==> src/rtl/addr_map_pkg.sv <==
package addr_map_pkg;

    localparam int DADDR_W = 16;
    localparam int IADDR_W = 18;
    localparam int MAP_W   = 16;
    localparam int SEG_W   = 8;
    localparam int OFF_W   = 18;
    localparam int WIN_W   = 14;
    localparam int UOFF_W  = 17;
    localparam int MAP_DIRECT_BIT = 12;

    typedef enum logic [1:0] {
        TGT_DMEM = 2'd0,
        TGT_IMEM = 2'd1,
        TGT_UMEM = 2'd2
    } tgt_e;

    typedef enum logic [1:0] {
        SEL_DMAP  = 2'd0,
        SEL_IMAP0 = 2'd1,
        SEL_IMAP1 = 2'd2,
        SEL_NONE  = 2'd3
    } map_sel_e;

    typedef struct packed {
        tgt_e             tgt;
        logic [SEG_W-1:0] seg;
        logic [OFF_W-1:0] off;
        logic             err;
    } xlat_t;

    function automatic logic io_ok(input logic [DADDR_W-1:0] a);
        return a[DADDR_W-1:4] == 12'hFF0;
    endfunction

endpackage

==> src/rtl/addr_map_regs.sv <==
module addr_map_regs
    import addr_map_pkg::*;
#(
    parameter logic [MAP_W-1:0] DMAP_RST  = 16'h0000,
    parameter logic [MAP_W-1:0] IMAP0_RST = 16'h0000,
    parameter logic [MAP_W-1:0] IMAP1_RST = 16'h007F
) (
    input  logic             clk,
    input  logic             rst,
    input  logic             wr_en,
    input  logic [1:0]       wr_sel,
    input  logic [MAP_W-1:0] wr_data,
    output logic [MAP_W-1:0] dmap,
    output logic [MAP_W-1:0] imap0,
    output logic [MAP_W-1:0] imap1
);
    always_ff @(posedge clk) begin
        if (rst) begin
            dmap  <= DMAP_RST;
            imap0 <= IMAP0_RST;
            imap1 <= IMAP1_RST;
        end else if (wr_en) begin
            case (map_sel_e'(wr_sel))
                SEL_DMAP:  dmap  <= wr_data;
                SEL_IMAP0: imap0 <= wr_data;
                SEL_IMAP1: imap1 <= wr_data;
                default:   ;
            endcase
        end
    end
endmodule

==> src/rtl/addr_map_dxlat.sv <==
module addr_map_dxlat
    import addr_map_pkg::*;
(
    input  logic [DADDR_W-1:0] addr,
    input  logic [MAP_W-1:0]   dmap,
    output xlat_t              res
);
    logic in_window;
    logic in_io;
    logic unused_dmap;

    assign in_window   = addr[15:14] == 2'b10;
    assign in_io       = addr[15:14] == 2'b11;
    assign unused_dmap = ^{dmap[15:13], dmap[11:10]};

    always_comb begin
        res.tgt = TGT_DMEM;
        res.seg = '0;
        res.off = {{(OFF_W-DADDR_W){1'b0}}, addr};
        res.err = 1'b0;
        if (in_io) begin
            res.err = !io_ok(addr);
        end else if (in_window) begin
            if (dmap[MAP_DIRECT_BIT]) begin
                res.tgt = TGT_IMEM;
                res.off = {dmap[3:0], addr[WIN_W-1:0]};
            end else begin
                res.tgt = TGT_UMEM;
                res.seg = {1'b0, dmap[9:3]};
                res.off = {1'b0, dmap[2:0], addr[WIN_W-1:0]};
            end
        end
    end
endmodule

==> src/rtl/addr_map_ixlat.sv <==
module addr_map_ixlat
    import addr_map_pkg::*;
#(
    parameter int POP_LOW  = 3,
    parameter int NUM_SEGS = 128
) (
    input  logic [IADDR_W-1:0] addr,
    input  logic [MAP_W-1:0]   imap0,
    input  logic [MAP_W-1:0]   imap1,
    output xlat_t              res
);
    logic [MAP_W-1:0] map_pick;
    logic [SEG_W-1:0] seg;
    logic             populated;
    logic             unused_map;

    assign map_pick   = addr[IADDR_W-1] ? imap1 : imap0;
    assign seg        = map_pick[SEG_W-1:0];
    assign populated  = (int'(seg) < POP_LOW) || (int'(seg) == NUM_SEGS - 1);
    assign unused_map = ^{map_pick[15:13], map_pick[11:8]};

    always_comb begin
        if (map_pick[MAP_DIRECT_BIT]) begin
            res.tgt = TGT_IMEM;
            res.seg = '0;
            res.off = addr;
            res.err = 1'b0;
        end else begin
            res.tgt = TGT_UMEM;
            res.seg = seg;
            res.off = {1'b0, addr[UOFF_W-1:0]};
            res.err = !populated;
        end
    end
endmodule

==> src/rtl/addr_map_xlat.sv <==
module addr_map_xlat
    import addr_map_pkg::*;
#(
    parameter int POP_LOW  = 3,
    parameter int NUM_SEGS = 128,
    parameter bit REG_OUT  = 1'b0
) (
    input  logic               clk,
    input  logic               rst,
    input  logic               req_instr,
    input  logic [IADDR_W-1:0] req_addr,
    input  logic               map_wr_en,
    input  logic [1:0]         map_wr_sel,
    input  logic [MAP_W-1:0]   map_wr_data,
    output logic [1:0]         tgt_sel,
    output logic [SEG_W-1:0]   phys_seg,
    output logic [OFF_W-1:0]   phys_off,
    output logic               bus_err
);
    logic [MAP_W-1:0] dmap_q;
    logic [MAP_W-1:0] imap0_q;
    logic [MAP_W-1:0] imap1_q;
    xlat_t            d_res;
    xlat_t            i_res;
    xlat_t            sel_res;
    xlat_t            out_res;

    addr_map_regs u_regs (
        .clk     (clk),
        .rst     (rst),
        .wr_en   (map_wr_en),
        .wr_sel  (map_wr_sel),
        .wr_data (map_wr_data),
        .dmap    (dmap_q),
        .imap0   (imap0_q),
        .imap1   (imap1_q)
    );

    addr_map_dxlat u_dxlat (
        .addr (req_addr[DADDR_W-1:0]),
        .dmap (dmap_q),
        .res  (d_res)
    );

    addr_map_ixlat #(
        .POP_LOW  (POP_LOW),
        .NUM_SEGS (NUM_SEGS)
    ) u_ixlat (
        .addr  (req_addr),
        .imap0 (imap0_q),
        .imap1 (imap1_q),
        .res   (i_res)
    );

    assign sel_res = req_instr ? i_res : d_res;

    generate
        if (REG_OUT) begin : g_reg
            always_ff @(posedge clk) begin
                if (rst) out_res <= '0;
                else     out_res <= sel_res;
            end
        end else begin : g_comb
            assign out_res = sel_res;
        end
    endgenerate

    assign tgt_sel  = out_res.tgt;
    assign phys_seg = out_res.seg;
    assign phys_off = out_res.off;
    assign bus_err  = out_res.err;
endmodule

==> config.mk <==
export PLATFORM = sky130hd
export DESIGN_NAME = addr_map_xlat
export DESIGN_NICKNAME = d
export VERILOG_FILES = /design/src/rtl/addr_map_pkg.sv /design/src/rtl/addr_map_regs.sv /design/src/rtl/addr_map_dxlat.sv /design/src/rtl/addr_map_ixlat.sv /design/src/rtl/addr_map_xlat.sv
export SDC_FILE = /design/constraint.sdc
export NUM_CORES = 1
export LEC_CHECK = 0
export BUFFER_PORTS_ARGS = -buffer_cell sky130_fd_sc_hd__buf_2
export CELL_PAD_IN_SITES_DETAIL_PLACEMENT = 0
export CELL_PAD_IN_SITES_GLOBAL_PLACEMENT = 1
export CORE_MARGIN = 8
export CORE_UTILIZATION = 30
export DETAILED_ROUTE_END_ITERATION = 10
export GPL_TIMING_DRIVEN = 0
export PLACE_DENSITY = 0.84
export REMOVE_ABC_BUFFERS = 1
export SYNTH_ARGS = -nofsm -noshare
export SYNTH_HDL_FRONTEND = slang
export SYNTH_SLANG_ARGS = --single-unit
export TNS_END_PERCENT = 50
==> constraint.sdc <==
create_clock -name clk -period 1.3 [get_ports clk]
set_input_delay 0.13 -clock clk [delete_from_list [all_inputs] [get_ports clk]]
set_output_delay 0.13 -clock clk [all_outputs]
set_load 0.1 [all_outputs]
== After elaboration in Yosys (flattened, before gate mapping) ==
Index checks and enable logic that the tools add are counted.

* Output and inout port bits: 29
* Register bits after elaboration: 39

* Reduce and logical (&&, ||, !) cells: 7
* Equality and inequality tests: 6
* Muxes and demuxes: 9
* $lt $le $gt $ge: 1

{| class="wikitable"
|+ Operators with widths
! cell !! number
|-
| $mux 29 || 2
|-
| $mux 28 || 2
|-
| $mux 18 || 1
|-
| $mux 13 || 1
|-
| $eq 12x12->1 const B || 1
|-
| $eq 8x8->1 const B || 1
|-
| $lt 8x2->1 const B || 1
|-
| $mux 7 || 1
|-
| $eq 2x2->1 const B || 3
|-
| $reduce_and 2->1 || 3
|-
| $eq 2x1->1 const B || 1
|-
| $logic_not 1->1 || 2
|-
| $logic_not 2->1 || 1
|-
| $mux 2 || 1
|-
| $logic_or 1x1->1 || 1
|-
| $mux 1 || 1
|}

== Logic depth before layout (Yosys ltp) ==
Gate-level depths: netlist of run 1.

* Depth in word-level cells: 6
* Gate-level depth with buffers: 5
* Depth with buffers taken out: 4

== Modules after synthesis ==
A second synthesis of run 1 with hierarchy kept.

* Cells, all modules: 304
* Area, all modules: 2962.8 um2

{| class="wikitable"
|+ By module, submodules not included
! module !! area an instance (um2) !! cells an instance !! instances !! sequential area each (um2)
|-
| addr_map_regs || 1970.6 || 185 || 1 || 960.9
|-
| addr_map_xlat || 391.6 || 32 || 1 || 0.0
|-
| addr_map_ixlat || 360.3 || 53 || 1 || 0.0
|-
| addr_map_dxlat || 240.2 || 34 || 1 || 0.0
|}

== Worst setup path after synthesis of run 1 ==
No wires, ideal clock.

* Path type: register to output
* From: register u_regs.imap1[12]
* To: output phys_seg[0]
* Slack: -1.567 ns
* Required time: 1.170 ns
* Arrival: 2.737 ns
* Stages on the path, launching flop included: 4
* Path buffers: 0
* Path through: dfxtp_1 -> mux2i_1 -> nand2_1 -> o21ai_0

* Word-level cells in the longest chain between the ends: 3

{| class="wikitable"
|+ Ends and longest elaborated chain
! what !! line !! text
|-
| from (decl) || addr_map_regs.sv:15 || <nowiki>output logic [MAP_W-1:0] imap1</nowiki>
|-
| from (signal assigned) || addr_map_regs.sv:26 || <nowiki>SEL_IMAP1: imap1 <= wr_data;</nowiki>
|-
| $mux 13 || addr_map_ixlat.sv:17 || <nowiki>assign map_pick = addr[IADDR_W-1] ? imap1 : imap0;</nowiki>
|-
| $mux 29 || addr_map_ixlat.sv:23 || <nowiki>if (map_pick[MAP_DIRECT_BIT]) begin</nowiki>
|-
| $mux 29 || addr_map_xlat.sv:55 || <nowiki>assign sel_res = req_instr ? i_res : d_res;</nowiki>
|-
| to (decl) || addr_map_xlat.sv:16 || <nowiki>output logic [SEG_W-1:0] phys_seg,</nowiki>
|}

Every way passes these cells.

== Worst setup path in the final report of run 1 ==
* From: register u_regs.imap1[5]
* To: output bus_err

* Word-level cells in the longest chain between the ends: 6

{| class="wikitable"
|+ Ends and longest elaborated chain
! what !! line !! text
|-
| $mux 13 (*) || addr_map_ixlat.sv:17 ||
|-
| $lt 8x2->1 / $eq 8x8->1 (equally long branches) || addr_map_ixlat.sv:19 || <nowiki>assign populated = (int'(seg) < POP_LOW) || (int'(seg) == NUM_SEGS - 1);</nowiki>
|-
| $logic_or 1x1->1 (*) || addr_map_ixlat.sv:19 ||
|-
| $logic_not 1->1 (*) || addr_map_ixlat.sv:32 || <nowiki>res.err = !populated;</nowiki>
|-
| $mux 29 (*) || addr_map_ixlat.sv:23 ||
|-
| $mux 29 (*) || addr_map_xlat.sv:55 ||
|-
| to (decl) || addr_map_xlat.sv:18 || <nowiki>output logic bus_err</nowiki>
|}

Every way passes the cells marked *; elsewhere a longest branch is shown, timed or not.

==> results of run 1 <==
[cell families (layout without fill, tap and decap cells)]
logic type | Yosys count | count (layout) | synth area share (%)
muxes | 29 | 29 | 18.8
and+or+nand+nor | 82 | 83 | 26.7
DFF | 29 | 29 | 37.7
AOI/OAI and AO/OA | 18 | 18 | 6.99
buffers and inverters | 24 | 73 | 9.75
[critical path: stages, from the launching register on]
cell and delay, ns:
sky130_fd_sc_hd__dfxtp_1 0.33, sky130_fd_sc_hd__or4b_1 0.54, sky130_fd_sc_hd__nor4_2 0.17, sky130_fd_sc_hd__nor4_1 0.09, sky130_fd_sc_hd__a311o_1 0.33, sky130_fd_sc_hd__buf_8 0.19
[registers in the layout, summed over array words and instances (netlist names)]
name	count
u_regs.imap0	9
u_regs.imap1	9
u_regs.dmap	11
[worst max path at each step]
stage	startpoint	end	slack (ns)	cells after the start
global route	u_regs.imap1[5]	bus_err	-0.89	5
CTS	u_regs.imap1[5]	bus_err	-0.77	5
global placement	map_wr_sel[1]	u_regs.dmap[1]	-1.26	4
floorplan	u_regs.imap1[12]	phys_seg[0]	-1.56	3
finish	u_regs.imap1[5]	bus_err	-0.77	5
detailed placement	req_addr[17]	bus_err	-0.80	6
[cell usage in the layout (no fill, tap or decap), types with 3 or more instances in the layout]
master                     count
sky130_fd_sc_hd__nor2_1       22
sky130_fd_sc_hd__dfxtp_1      26
sky130_fd_sc_hd__buf_4         4
sky130_fd_sc_hd__buf_6         8
sky130_fd_sc_hd__clkbuf_8      5
sky130_fd_sc_hd__nand2_1      27
sky130_fd_sc_hd__mux2i_1      28
sky130_fd_sc_hd__buf_2        40
sky130_fd_sc_hd__o21ai_4       7
sky130_fd_sc_hd__a21oi_1       3
sky130_fd_sc_hd__clkbuf_1      3
sky130_fd_sc_hd__buf_12       11
sky130_fd_sc_hd__nand3b_1      9
sky130_fd_sc_hd__nand3_1       4
[final cells by class]
| class | count | area [um^2] |
|---|---|---|
| timing repair buffer | 64 | 556 |
| inverter | 1 | 6.26 |
| sequential | 29 | 587 |
| tap | 70 | 87.6 |
| fill | 496 | 2760 |
| multi-input combinational | 130 | 967 |
| clock buffer | 8 | 80.1 |
[per-layer routing]
layer	vias up	wire (um)
met2	34	2250
met1	665	1970
met3	9	210
met4	0	121
met5	-	0
li1	709	-
[report_power, final]
group	internal [mW]	switching [mW]	leakage (nW)
Sequential	0.923	0.0310	0.238
Clock	0.379	0.312	0.0395
Combinational	0.280	0.576	0.725
Total	1.58	0.918	1.00
[what timing repair did]
action / CTS / global route
setup buffers: 5 / 5
gates resized for setup: 89 / 14
setup endpoints to repair: 14 / 13
gates cloned: 1 / 0
pin swaps: 9 / 4
[stage by stage]
step,instance area (um^2),utilization [%],TNS (ns),power [mW],setup slack [ns]
final,2280,45.3,-3.12,2.50,-0.769
after global routing,2280,45.3,-3.68,2.61,-0.891
after global placement,1760,34.8,-20.10,1.63,-1.26
after floorplan,1390,-,-21.05,1.34,-1.56
after CTS,2200,43.7,-2.81,2.50,-0.774
after detailed placement,1770,35.2,-6.96,1.64,-0.800
==> results.json, run 1 <==
{
  "vias_per_cell": 4.69,
  "timing.hold.worst.start": "map_wr_data[8]",
  "area.growth.synth_to_final_pct": 48.3,
  "setup_viol": 11,
  "critical_path.startpoint_type": "flip-flop",
  "die_w_um": 87.7,
  "final_hold_viol_count": 0,
  "worst-endpoint-arrival_ns": 1.94,
  "regToRegStartpoint": "u_regs.imap1[12]",
  "cap_violations": 0,
  "clkSinkCount": 29,
  "worst-r2r-cell-count": 3,
  "status": "finished, violations left",
  "yosysTopAreaCellShare_pct": 37.7,
  "globalplace.congestion": 0.807,
  "met3_usage_grt_pct": 3.66,
  "power.ir.vdd_worst_mv": 0.722,
  "cts_max_path_buffers": 2,
  "numPortBuffers": 55,
  "rrSetupSlack_ns": 0.56,
  "ant_nets": 0,
  "syn-instance-count": 182,
  "ys_ff_latch": 29,
  "fp.dieH_um": 87.7,
  "ctsRootBufferMaster": "sky130_fd_sc_hd__clkbuf_8",
  "dieArea_um2": 7680,
  "r2r-end": "u_regs.imap1[12]",
  "max_clock_freq_mhz": 483,
  "n_antenna_cell": 0,
  "final_instance_count_without_filler_cells": 302,
  "clock_tree_from_tritoncts": "built",
  "yosysTopAreaCell": "sky130_fd_sc_hd__dfxtp_1",
  "pin_count": 69,
  "grt_pass1_wl_mm": 7.62,
  "kind_of_critical_path": "flip-flop to output pin",
  "cts_max_level": 2,
  "cts.clk_slew.worst_paths_ns": 0.06,
  "hold-path-endpoint": "u_regs.dmap[8]",
  "initial_cell_density_of_the_core_pct": 30.5,
  "final_critical_path_setup_slack_ns": -0.769,
  "required_ns": 1.17,
  "clk-insertion-delay-late_ns": 0.27,
  "grt_overflow": 0,
  "synth.cells.most_frequent": "sky130_fd_sc_hd__nand2_1, sky130_fd_sc_hd__dfxtp_1, sky130_fd_sc_hd__mux2i_1",
  "rsz_0062_raised_after_global_routing": "yes",
  "synth_enable_flop_cells": 0,
  "slew_headroom_pct": 55.3,
  "worstHoldPathCells": 3,
  "cellPowerDensity_nw_per_um2": 1100,
  "p_leak_nw": 1.00,
  "num_vias": 1417,
  "count_of_routing_violations_after_the_opening_detailed_route_iteration": 53,
  "setup.worst_path.end_class": "output pin",
  "first_global_vias": 1513,
  "finalMaxSlewViolations": 0,
  "worstPathMaxFanout": 4,
  "wirelength_mm": 4.56,
  "final.hold.worst_slack_ns": 0.0908,
  "place.detailed.hpwl_mm": 3.13,
  "violated_checks": "setup timing",
  "final_layout_size_suffix_gt1_share_pct": 40.1,
  "period_share_pct": 159,
  "globalRouteMet1Util_pct": 14.9,
  "grt_antenna_before_repair": 0,
  "detailedRoute.firstPassIterationCount": 4,
  "dp.cells": 285,
  "post_synth_num_cell_types": 29,
  "worst-slew-pin-transition_ns": 0.669,
  "most_used_flip_flop_cell_after_synthesis": "sky130_fd_sc_hd__dfxtp_1",
  "fin_worst_skew_ns": 0,
  "layout_min_cycle_time_ns": 2.07,
  "routed_wire_length_per_instance_um": 15.1,
  "worstHoldPathType": "input port to flip-flop",
  "global_route.peak_usage_layer": "met2",
  "drc": 0,
  "synth.yosys.seq_area_share_pct": 37.7,
  "grt_use_total_pct": 12.8,
  "grt_use_met2_pct": 21.3,
  "synthMostInstantiatedCell": "sky130_fd_sc_hd__nand2_1",
  "fp.coreArea_um2": 5040,
  "final_net_count": 271,
  "grt_start_max_net_pins": 30,
  "mappedNetlistArea_um2": 1540,
  "post_cts_hold_buffer_count": 0,
  "synth_top_cells_by_area": "sky130_fd_sc_hd__dfxtp_1, sky130_fd_sc_hd__mux2i_1, sky130_fd_sc_hd__buf_4",
  "cts_buffers": 5,
  "synth-warning-count": 0,
  "avgSynthCellArea_um2": 8.46,
  "placement_rows": 26,
  "synthArstFlopShare_pct": 0
}
No activity file was read; power rests on OpenSTA's default activity.
==> run 2: changes to the inputs <==
ABC_AREA = 1   (was not set)
CORE_UTILIZATION = 28   (was 30)
PLACE_DENSITY = 0.83   (was 0.84)
==> results.json, run 2 <==
{
  "status": "finished, violations left",
  "violated_checks": "setup timing",
  "fp.coreArea_um2": 5540,
  "fp.dieH_um": 91.9,
  "most-common-layout-cells": "sky130_fd_sc_hd__nand2_1, sky130_fd_sc_hd__buf_2, sky130_fd_sc_hd__nor2_1",
  "kind_of_critical_path": "flip-flop to output pin",
  "final_net_count": 335,
  "registers.top_by_ff_count": "u_regs.dmap",
  "mappedNetlistArea_um2": 1610,
  "cap_violations": 0,
  "largest_register_ffs": 11,
  "finalMaxSlewViolations": 0,
  "max_clock_freq_mhz": 647,
  "rsz_0062_raised_after_global_routing": "yes",
  "wl_met1_mm": 2.15,
  "synthMostInstantiatedCell": "sky130_fd_sc_hd__nand2_1",
  "ys_ff_latch": 29,
  "initial_cell_density_of_the_core_pct": 29.1,
  "synth-warning-count": 0,
  "post_synth_num_cell_types": 19,
  "final_critical_path_setup_slack_ns": -0.246,
  "synth.yosys.seq_area_share_pct": 36.0,
  "grt_antenna_before_repair": 0,
  "cts_max_path_buffers": 2,
  "critical_path.startpoint_type": "flip-flop",
  "synth_enable_flop_cells": 0,
  "synth.cells.most_frequent": "sky130_fd_sc_hd__nand2_1, sky130_fd_sc_hd__nor2_1, sky130_fd_sc_hd__dfxtp_1, sky130_fd_sc_hd__o21ai_0, sky130_fd_sc_hd__inv_1",
  "worstPathMaxFanout": 2,
  "cts_max_level": 2,
  "num_vias": 1687,
  "fillers": 602,
  "clock_tree_from_tritoncts": "built",
  "worst-slew-pin-transition_ns": 0.698,
  "final.hold.worst_slack_ns": 0.0124,
  "highest_signal_layer_in_the_routed_design": "met4",
  "synth_top_cells_by_area": "sky130_fd_sc_hd__dfxtp_1, sky130_fd_sc_hd__nand2_1, sky130_fd_sc_hd__o21ai_0",
  "avgSynthCellArea_um2": 6.40,
  "worstHoldPathType": "input port to flip-flop",
  "wirelength_mm": 5.02,
  "n_antenna_cell": 0,
  "cts.clk_slew.worst_paths_ns": 0.06,
  "ctsRootBufferMaster": "sky130_fd_sc_hd__clkbuf_8",
  "numPortBuffers": 55,
  "cellPowerDensity_nw_per_um2": 1140,
  "dieArea_um2": 8440,
  "ant_nets": 0,
  "timing.hold.worst.start": "rst",
  "worst-endpoint-arrival_ns": 1.42,
  "slowest_stage": "sky130_fd_sc_hd__dfxtp_1",
  "cts_buffers": 5,
  "dpl_cell_area_um2": 1810,
  "yosysTopAreaCell": "sky130_fd_sc_hd__dfxtp_1",
  "slew_headroom_pct": 53.2,
  "clkSinkCount": 29,
  "worst_setup_timing_slack_at_the_placement_stage_ns": -0.395,
  "setup_viol": 11,
  "fraction_of_the_core_area_covered_by_cells_at_the_end_of_the_flow_pct": 40.6,
  "met3RoutedLength_um": 225,
  "most_used_flip_flop_cell_after_synthesis": "sky130_fd_sc_hd__dfxtp_1",
  "dr_wl_met2_mm": 2.57,
  "grt_use_total_pct": 12.1,
  "synthArstFlopShare_pct": 0,
  "place.detailed.hpwl_mm": 3.47,
  "final_hold_viol_count": 0,
  "grt_overflow": 0,
  "count_of_routing_violations_after_the_opening_detailed_route_iteration": 113,
  "layout_min_cycle_time_ns": 1.55,
  "yosysTopAreaCellShare_pct": 36.0,
  "area.growth.synth_to_final_pct": 39.5,
  "syn-instance-count": 252,
  "routed_wire_length_per_instance_um": 13.7,
  "detailedRoute.firstPassIterationCount": 4,
  "period_share_pct": 119,
  "fin_worst_skew_ns": 0,
  "pin_count": 69,
  "grt_start_max_net_pins": 29,
  "globalplace.congestion": 0.754,
  "timing.critical_path.from": "u_regs.imap0[1]",
  "final_common_cell": "sky130_fd_sc_hd__nand2_1",
  "first_global_vias": 1761,
  "grt_pass1_wl_mm": 8.25,
  "final_area_um2": 2250,
  "die_w_um": 91.9,
  "p_leak_nw": 1.04,
  "final_layout_size_suffix_gt1_share_pct": 35.0,
  "finalSetupTns_ns": -1.92,
  "clk-insertion-delay-late_ns": 0.28,
  "placement_rows": 27,
  "vias_per_cell": 4.61,
  "drc": 0,
  "critical_path.max_stage_delay_ns": 0.33,
  "power.ir.vdd_worst_mv": 0.469,
  "biggestRegsByFlops": "u_regs.dmap (11), u_regs.imap0 (9), u_regs.imap1 (9)",
  "cp_cell_sequence": "inv_1 -> nand2_1 -> nand2_4 -> nor2_1 -> nor2_1 -> nand2_1 -> nand3_2 -> nand2_2 -> buf_12",
  "setup.worst_path.end_class": "output pin",
  "regToRegStartpoint": "u_regs.imap1[2]",
  "required_ns": 1.17
}
-- run 2: changes by cell type in the layout (fill, tap and decap cells not counted), moves of 5 or more --
cell and change:
sky130_fd_sc_hd__inv_1 +19, sky130_fd_sc_hd__nand2_2 +8, sky130_fd_sc_hd__a21oi_1 +10, sky130_fd_sc_hd__mux2i_1 -28, sky130_fd_sc_hd__nand3_1 +7, sky130_fd_sc_hd__nor2_1 +8, sky130_fd_sc_hd__inv_2 +5, sky130_fd_sc_hd__nand3b_1 -9
sky130_fd_sc_hd__o211ai_1 +7, sky130_fd_sc_hd__o21ai_0 +20, sky130_fd_sc_hd__nand2_1 +33
-- run 2: final cells by class --
type                    instances  area (um^2)  area share, %
multi-input cells             173          895           39.8
flip-flops and latches         29          586           26.0
repair buffers                 58          490           21.8
inverters                      28          114           5.06
well taps                      72         90.1           4.01
clock buffers                   5         68.8           3.06
clock inverters                 1         5.00          0.223
-- run 2: where the power goes --
group,internal (mW),switching (mW),total [mW]
registers,0.937,0.0259,0.962
logic,0.273,0.661,0.934
clock network,0.351,0.319,0.669
-- run 2: path summary, 6_finish.rpt --
check / endpoint / slack [ns] / cells after the start
setup / recovery: bus_err / -0.25 / 9
hold / removal: u_regs.imap1[12] / 0.01 / 2
setup reg to reg: u_regs.imap1[2] / 0.67 / 2
hold reg to reg: u_regs.imap1[7] / 0.45 / 2
-- run 2: metrics by stage --
stage | power [mW] | cells
floorplan | 1.42 | 229
global placement | 1.72 | 356
detailed placement | 1.72 | 356
CTS | 2.53 | 363
global route | 2.69 | 366
finish | 2.57 | 366
-- run 2: timing repair --
| item | in CTS | in global routing |
|---|---|---|
| pin swaps | 5 | 10 |
| cloned | 1 | 0 |
| setup buffers | 0 | 3 |
| setup endpoints to repair | 15 | 15 |
| gates resized for setup | 79 | 28 |
| hold buffers | 0 | 0 |
-- run 2: logic make-up after synthesis --
logic type	Yosys count	share of synthesized area (%)
DFF	29	36.0
AOI/OAI and AO/OA	53	17.9
and+or+nand+nor	119	29.0
buffers and inverters	51	17.1
-- run 2: critical path, delay by kind of cell (launching register included) --
| family | cells | cell delay [ns] |
|---|---|---|
| DFF | 1 | 0.33 |
| and+or+nand+nor | 7 | 0.57 |
| buffers and inverters | 2 | 0.22 |
-- run 2: layer usage --
metal  GRT usage (%)  vias up
li1                -      873
met1            13.7      772
met2            21.0       33
met3            3.50        9
met4            4.56        0
met5               0        -
